$ cat config.mk
export PLATFORM = sky130hd
export DESIGN_NAME = runclk_ctrl
export DESIGN_NICKNAME = d
export VERILOG_FILES = /design/src/rtl/runclk_pkg.sv /design/src/rtl/runclk_sync.sv /design/src/rtl/runclk_div.sv /design/src/rtl/runclk_ctrl.sv
export SDC_FILE = /design/constraint.sdc
export NUM_CORES = 1
export LEC_CHECK = 0
export ABC_AREA = 1
export BUFFER_PORTS_ARGS = -buffer_cell sky130_fd_sc_hd__buf_2
export CORE_MARGIN = 3
export CORE_UTILIZATION = 49
export CTS_CLUSTER_SIZE = 16
export DETAILED_ROUTE_END_ITERATION = 8
export PLACE_DENSITY = 0.9
export SLEW_MARGIN = 20
export SYNTH_ARGS = -nofsm -noshare
export SYNTH_HDL_FRONTEND = slang
export SYNTH_SLANG_ARGS = --single-unit
export TNS_END_PERCENT = 1
$ cat constraint.sdc
create_clock -name clk -period 3.06 [get_ports clk]
set_clock_uncertainty 0.15 [all_clocks]
set_input_delay 0.306 -clock clk [delete_from_list [all_inputs] [get_ports clk]]
set_output_delay 0.306 -clock clk [all_outputs]
set_load 0.1 [all_outputs]
$ cat src/rtl/runclk_pkg.sv
package runclk_pkg;
    typedef enum logic [1:0] {
        ST_LOW  = 2'd0,
        ST_WAIT = 2'd1,
        ST_FULL = 2'd2
    } run_state_t;

    localparam int REG_W   = 8;
    localparam int B_REGOFF = 7;
    localparam int B_LOCK   = 2;
    localparam int B_MODE   = 1;
    localparam int B_FRQ    = 0;
endpackage

$ cat src/rtl/runclk_sync.sv
module runclk_sync #(
    parameter int STAGES = 2
) (
    input  logic clk,
    input  logic rst_n,
    input  logic d_async,
    output logic q
);
    logic [STAGES-1:0] chain;

    genvar g;
    generate
        for (g = 0; g < STAGES; g++) begin : g_stage
            if (g == 0) begin : g_first
                always_ff @(posedge clk or negedge rst_n) begin
                    if (!rst_n) chain[0] <= 1'b0;
                    else        chain[0] <= d_async;
                end
            end else begin : g_next
                always_ff @(posedge clk or negedge rst_n) begin
                    if (!rst_n) chain[g] <= 1'b0;
                    else        chain[g] <= chain[g-1];
                end
            end
        end
    endgenerate

    assign q = chain[STAGES-1];
endmodule

$ cat src/rtl/runclk_div.sv
module runclk_div #(
    parameter int OSC_DIV = 5
) (
    input  logic clk,
    input  logic rst_n,
    input  logic use_pll,
    input  logic div_sel,
    output logic cpu_ce
);
    localparam int OSC_W = (OSC_DIV > 1) ? $clog2(OSC_DIV) : 1;
    localparam logic [OSC_W-1:0] OSC_LAST = OSC_W'(OSC_DIV - 1);

    logic [OSC_W-1:0] osc_cnt;
    logic             osc_tick;
    logic             src_ce;
    logic [1:0]       phase;
    logic             act_div4;
    logic [1:0]       phase_last;
    logic             at_end;

    always_ff @(posedge clk or negedge rst_n) begin
        if (!rst_n)                 osc_cnt <= '0;
        else if (osc_cnt == OSC_LAST) osc_cnt <= '0;
        else                        osc_cnt <= osc_cnt + 1'b1;
    end

    assign osc_tick   = (osc_cnt == OSC_LAST);
    assign src_ce     = use_pll | osc_tick;
    assign phase_last = act_div4 ? 2'd3 : 2'd1;
    assign at_end     = src_ce && (phase == phase_last);
    assign cpu_ce     = at_end;

    always_ff @(posedge clk or negedge rst_n) begin
        if (!rst_n) begin
            phase    <= '0;
            act_div4 <= 1'b0;
        end else if (at_end) begin
            phase    <= '0;
            act_div4 <= div_sel;
        end else if (src_ce) begin
            phase    <= phase + 1'b1;
        end
    end
endmodule

$ cat src/rtl/runclk_ctrl.sv
module runclk_ctrl
    import runclk_pkg::*;
#(
    parameter int OSC_DIV     = 5,
    parameter int SYNC_STAGES = 2
) (
    input  logic       clk,
    input  logic       rst_n,
    input  logic       reg_we,
    input  logic [7:0] reg_wdata,
    output logic [7:0] reg_rdata,
    input  logic       pll_lock_async,
    input  logic       wake_halt,
    output logic       pll_en,
    output logic       src_is_pll,
    output logic       cpu_ce,
    output logic       usb_ce
);
    run_state_t state_q, state_d;
    logic regoff_q, mode_q, frq_q;
    logic lock_s;

    runclk_sync #(.STAGES(SYNC_STAGES)) u_sync (
        .clk     (clk),
        .rst_n   (rst_n),
        .d_async (pll_lock_async),
        .q       (lock_s)
    );

    always_ff @(posedge clk or negedge rst_n) begin
        if (!rst_n) begin
            regoff_q <= 1'b0;
            mode_q   <= 1'b0;
            frq_q    <= 1'b0;
        end else begin
            if (wake_halt)   regoff_q <= 1'b0;
            else if (reg_we) regoff_q <= reg_wdata[B_REGOFF];
            if (reg_we) begin
                mode_q <= reg_wdata[B_MODE];
                frq_q  <= reg_wdata[B_FRQ];
            end
        end
    end

    always_comb begin
        state_d = state_q;
        unique case (state_q)
            ST_LOW:  if (mode_q) state_d = ST_WAIT;
            ST_WAIT: if (!mode_q) state_d = ST_LOW;
                     else if (lock_s) state_d = ST_FULL;
            ST_FULL: if (!mode_q) state_d = ST_LOW;
                     else if (!lock_s) state_d = ST_WAIT;
            default: state_d = ST_LOW;
        endcase
    end

    always_ff @(posedge clk or negedge rst_n) begin
        if (!rst_n) state_q <= ST_LOW;
        else        state_q <= state_d;
    end

    always_comb begin
        pll_en     = mode_q;
        src_is_pll = (state_q == ST_FULL) && mode_q && lock_s;
        usb_ce     = src_is_pll;
        reg_rdata  = '0;
        reg_rdata[B_REGOFF] = regoff_q;
        reg_rdata[B_LOCK]   = lock_s;
        reg_rdata[B_MODE]   = mode_q;
        reg_rdata[B_FRQ]    = frq_q;
    end

    runclk_div #(.OSC_DIV(OSC_DIV)) u_div (
        .clk     (clk),
        .rst_n   (rst_n),
        .use_pll (src_is_pll),
        .div_sel (frq_q),
        .cpu_ce  (cpu_ce)
    );
endmodule

Word-level counts from Yosys, hierarchy flattened
Cells that the tools add are included.
{"block": "classes", "bitwise": 1, "n_mux": 12, "shift": 0, "magnitude_cmp": 0, "reduce_logical": 7, "n_div": 0, "n_mul": 0, "add_sub_neg": 2, "eq_ne": 7}
{"cell": "2-bit 2-to-1 mux", "n": 8}
{"cell": "2-bit one-hot mux with 3 select lines", "n": 1}
{"cell": "2-bit nonzero test", "n": 2}
{"cell": "3-bit by 1-bit adder with 3-bit output, second input constant", "n": 1}
{"cell": "3-bit == test, second input constant", "n": 1}
{"cell": "1-bit logical AND", "n": 3}
{"cell": "3-bit 2-to-1 mux", "n": 1}
{"cell": "3-bit by 2-bit inequality test with 1-bit output, second input constant", "n": 1}
{"cell": "3-bit inequality test, second input constant", "n": 1}
{"cell": "3-bit AND reduction", "n": 1}
{"cell": "2-bit by 1-bit adder with 2-bit output, second input constant", "n": 1}
{"cell": "2-bit by 1-bit == test with 1-bit output, second input constant", "n": 1}
{"cell": "2-bit == test", "n": 1}
{"cell": "2-bit == test, second input constant", "n": 1}
{"cell": "2-bit zero test", "n": 1}
{"cell": "1-bit 2-to-1 mux", "n": 2}
{"cell": "2-bit inequality test, second input constant", "n": 1}
{"cell": "1-bit OR", "n": 1}
{"block": "totals", "ram_bits": 0, "mem_bits_ro": 0, "latch_bits": 0, "out_inout_bits": 12, "reg_bits": 13, "mem_count": 0, "input_bits": 13}

Logic depth before layout (Yosys ltp)
{"block": "logic_depth", "word_depth": 6, "ltp_mapped": 7, "mapped_depth_nobuf": 7}

Cells and area by module
From an unflattened synthesis, not the netlist that was laid out.
{"block": "hier_totals", "hier_cells": 67, "hier_area_um2": 643.1}
{"module": "runclk_div", "cells_each": 34, "instances": 1, "area_each_um2": 305.3, "seq_area_each_um2": 150.1}
{"module": "runclk_ctrl", "cells_each": 31, "instances": 1, "area_each_um2": 287.8, "seq_area_each_um2": 125.1}
{"module": "runclk_sync", "cells_each": 2, "instances": 1, "area_each_um2": 50.0, "seq_area_each_um2": 50.0}

Worst setup path after synthesis
No wires, ideal clock.
{"block": "synth_timing", "path_type": "reg2out", "startpoint": "reg mode_q, in the netlist pll_en", "endpoint": "out usb_ce", "path_buffers": 1, "required_ps": 2604, "path_slack_ps": 210, "path_stages_with_launch": 6, "arrival_ps": 2394, "cell_sequence": "dfrtp_1 > inv_1 > nor2_2 > nand2_2 > inv_1 > buf_4"}
{"block": "synth_between", "elab_chain_len": 2}
{"element": "start: declaration", "line": "runclk_ctrl.sv:20", "rtl": "logic regoff_q, mode_q, frq_q;"}
{"element": "start signal: assignment", "line": "runclk_ctrl.sv:39", "rtl": "mode_q <= reg_wdata[B_MODE];"}
{"element": "1-bit logical AND (2 in series)", "line": "runclk_ctrl.sv:64", "rtl": "src_is_pll = (state_q == ST_FULL) && mode_q && lock_s;"}
{"element": "end: declaration", "line": "runclk_ctrl.sv:17", "rtl": "output logic usb_ce"}
No other way between the ends.

Worst setup path after layout
{"block": "layout_timing", "startpoint": "reg u_div.osc_cnt[0]", "endpoint": "out cpu_ce"}
{"block": "layout_between", "elab_chain_len": 3}
{"element": "start: declaration", "line": "runclk_div.sv:13", "rtl": "logic [OSC_W-1:0] osc_cnt;"}
{"element": "start signal: assignment", "line": "runclk_div.sv:24", "rtl": "else osc_cnt <= osc_cnt + 1'b1;"}
{"element": "3-bit == test", "line": "runclk_div.sv:27", "rtl": "assign osc_tick = (osc_cnt == OSC_LAST);"}
{"element": "1-bit OR", "line": "runclk_div.sv:28", "rtl": "assign src_ce = use_pll | osc_tick;"}
{"element": "1-bit logical AND", "line": "runclk_div.sv:30", "rtl": "assign at_end = src_ce && (phase == phase_last);"}
{"element": "end: declaration", "line": "runclk_ctrl.sv:16", "rtl": "output logic cpu_ce,"}
No other way between the ends.

==> summary.md <==
| Metric | Value |
|---|---|
| Run status | `completed` |
| Final setup violation count | `0` |
| Reg-to-reg setup timing slack | `1.80 ns` |
| Worst Setup Path Type | `flip-flop to output pin` |
| Cell Pwr Density | `834 nW/um^2` |
| CTS Root Buffer Type | `clkbuf_4` |
| Post-CTS setup buffer count | `0` |
| DRT antenna net count | `0` |
| Area post-placement | `676 um^2` |
| Unrepaired setup endpoints after global routing | `false` |
| Slowest CP cell | `buf_2` |
| Slew Limit Fails | `0` |
| R2R cell count | `7` |
| IO Pins | `25` |
| Dpl hpwl | `858 um` |
| Final Hold Fails | `0` |
| Die Y | `42.1 um` |
| Commonest non-fill, non-tap cells in the layout | `buf_2, nand2_1, dfrtp_1` |
| Clock latency on the worst-skew pair | `0.28 ns` |
| DP Cell Count | `95` |
| Vias in the first global route | `440` |
| CP Data Arrival Time | `1.65 ns` |
| DR iter-0 viols | `5` |
| Minimum clock period | `2.10 ns` |
| Nets | `103` |
| Core ar. | `1170 um^2` |
| Post-route DRC violation count | `0` |
| Mapped Cells | `72` |
| Gr ovfl total | `0` |
| CP Max Fanout | `4` |
| H-Tree Level Count | `1` |
| Layout cell share with drive strength beyond 1 | `0.276` |
| Die width | `42.1 um` |
| Commonest non-fill, non-tap cell in the layout | `buf_2` |
| PnR Total Power | `0.603 mW` |
| Final Util | `0.618` |
| Worst EP required | `2.60 ns` |
| GRT Total Usage | `0.157` |
| Min-Delay Path Class | `input port to flip-flop` |
| Final setup TNS | `0 ns` |
| Buffers on Ports | `15` |
| Crit-path cells | `inv_1 > ha_1 > nand2_1 > nand2_2 > nand2_1 > inv_1 > buf_2` |
| Endpoint class of the critical path | `output pin` |
| Worst reg2reg endpoint | `u_div.act_div4$_DFFE_PN0P_` |
| CTS max path bufs | `2` |
| Die area | `1770 um^2` |
| Peak VDD IR | `0.000456 V` |
| Reg2Reg Launch Point | `u_div.osc_cnt[0]$_DFF_PN0_` |
| Startpoint types | `flip-flop` |
| Drt wl/cell | `11.3 um` |
| FMAX | `476 MHz` |
| Seq/Total Area, Yosys | `0.509` |
| Hold Path Depth | `2` |
| DR pass1 iterations | `4` |
| Part of the cycle the worst path needs | `0.687` |
| Buffers & Inverters on Critical Path | `3` |
| Placer Congestion | `0.710` |
| Critical path's largest stage delay | `0.41 ns` |
| Post-synth cell types | `17` |
| Num CTS Buffers | `3` |
| Synthesis-stage register bit count | `13` |
| Pin count of the biggest net entering global routing | `14` |
| Crit path max-delay family | `buffers and inverters` |
| Total wire length | `1.14 mm` |
| YS warnings | `0` |
| WHS Endpoint | `regoff_q$_DFFE_PN0P_` |
| Mapped Area | `639 um^2` |
| Post-synthesis area per instance | `8.88 um^2` |
| Vias per cell | `4.77` |
| Critical path depth | `7` |
| Final instance area | `723 um^2` |
| CTS tree | `built` |
| HP Start | `wake_halt` |
| Reg clk slew, reported paths | `0.08 ns` |
| Fin cells | `101` |
| Initial Util | `0.546` |
| First-pass GRT wire length | `1.90 mm` |
| Number of diodes | `0` |
| Synthesis-to-layout area growth | `13.1%` |
| Antenna violations before repair | `0` |
| Maxcap violations | `0` |
| Pleak | `0.419 nW` |
| Row count | `12` |
| Sink Count | `13` |
| Total number of vias | `482` |
-- cells in the mapped netlist, drive strengths merged --
cell / instances / share of area
ha: 2 / 0.039
nand2: 16 / 0.10
o21ai: 1 / 0.0078
xnor2: 1 / 0.014
xor2: 2 / 0.027
buf: 9 / 0.11
nor2: 7 / 0.049
o31ai: 1 / 0.012
inv: 12 / 0.070
dfrtp: 13 / 0.51
nand3: 4 / 0.031
nor3: 2 / 0.016
conb: 1 / 0.0059
o21a: 1 / 0.012
-- flip-flops by register name, indices dropped and copies added, names as in the netlist --
register / cells
regoff_q: 1
u_sync.chain: 1
u_div.act_div4: 1
u_div.osc_cnt: 3
pll_en: 1
frq_q: 1
state_q: 2
u_div.phase: 2
u_sync.q: 1
-- metrics by stage --
step / worst slack [ns] / hold WS [ns]
after floorplan: 0.210 / -0.140
after global placement: 1.29 / 0.0495
after detailed placement: 1.26 / 0.0534
after CTS: 0.937 / 0.0220
after global routing: 0.838 / 0.0240
final: 0.957 / 0.0329
-- logic make-up (layout without fill, tap and decap cells) --
| logic type | count (synthesis) | count (layout) | share of synthesized area |
|---|---|---|---|
| simple gates | 29 | 29 | 0.198 |
| buf+inv | 21 | 33 | 0.176 |
| flops | 13 | 13 | 0.509 |
| compound gates | 3 | 3 | 0.0313 |
| xor+xnor | 3 | 3 | 0.0411 |
| fa+ha+maj | 2 | 2 | 0.0391 |
| other cells | 1 | 4 | 0.00587 |
-- worst max path at each step --
| stage | startpoint | end | slack (ns) |
|---|---|---|---|
| CTS | u_div.osc_cnt[0]$_DFF_PN0_ | cpu_ce | 0.94 |
| detailed placement | u_div.osc_cnt[0]$_DFF_PN0_ | cpu_ce | 1.26 |
| global route | pll_en$_DFFE_PN0P_ | cpu_ce | 0.84 |
| global placement | u_div.osc_cnt[0]$_DFF_PN0_ | cpu_ce | 1.29 |
| finish | u_div.osc_cnt[0]$_DFF_PN0_ | cpu_ce | 0.96 |
| floorplan | pll_en$_DFFE_PN0P_ | usb_ce | 0.21 |
-- where the power goes --
part | internal (mW) | total, mW | switching, mW
Clock | 0.0486 | 0.107 | 0.0586
Combinational | 0.0565 | 0.268 | 0.211
Sequential | 0.199 | 0.228 | 0.0289
Total | 0.304 | 0.603 | 0.299
-- worst register-to-register path, cell delays in order, from the launching register on --
cell     delay [ns]
dfrtp_1        0.40
inv_1          0.06
ha_1           0.13
nand2_1        0.10
nand2_2        0.13
nand2_1        0.08
nand2_1        0.06
nand2_1        0.05
-- layout make-up --
cell class,count,area (um^2)
clock buffer,3,22.5
clock inverter,1,5.00
fill,105,448
inverter,12,45.0
multi-input combinational,41,213
sequential,13,325
tap,14,17.5
timing repair buffer,17,95.1
-- what timing repair did --
| item | in CTS | in global routing |
|---|---|---|
| endpoints found under the hold margin | 14 | 0 |
| hold buffers | 2 | 0 |
| resized for setup | 0 | 0 |
| endpoints found under the setup margin | 0 | 0 |
-- layer usage --
layer | GRT usage | part of all wire | up-vias
li1 | - | - | 230
met1 | 0.149 | 0.37 | 225
met2 | 0.253 | 0.50 | 21
met3 | 0.0773 | 0.081 | 6
met4 | 0.130 | 0.046 | 0
met5 | 0 | 0 | -
Power figures use the tool's default switching activity.
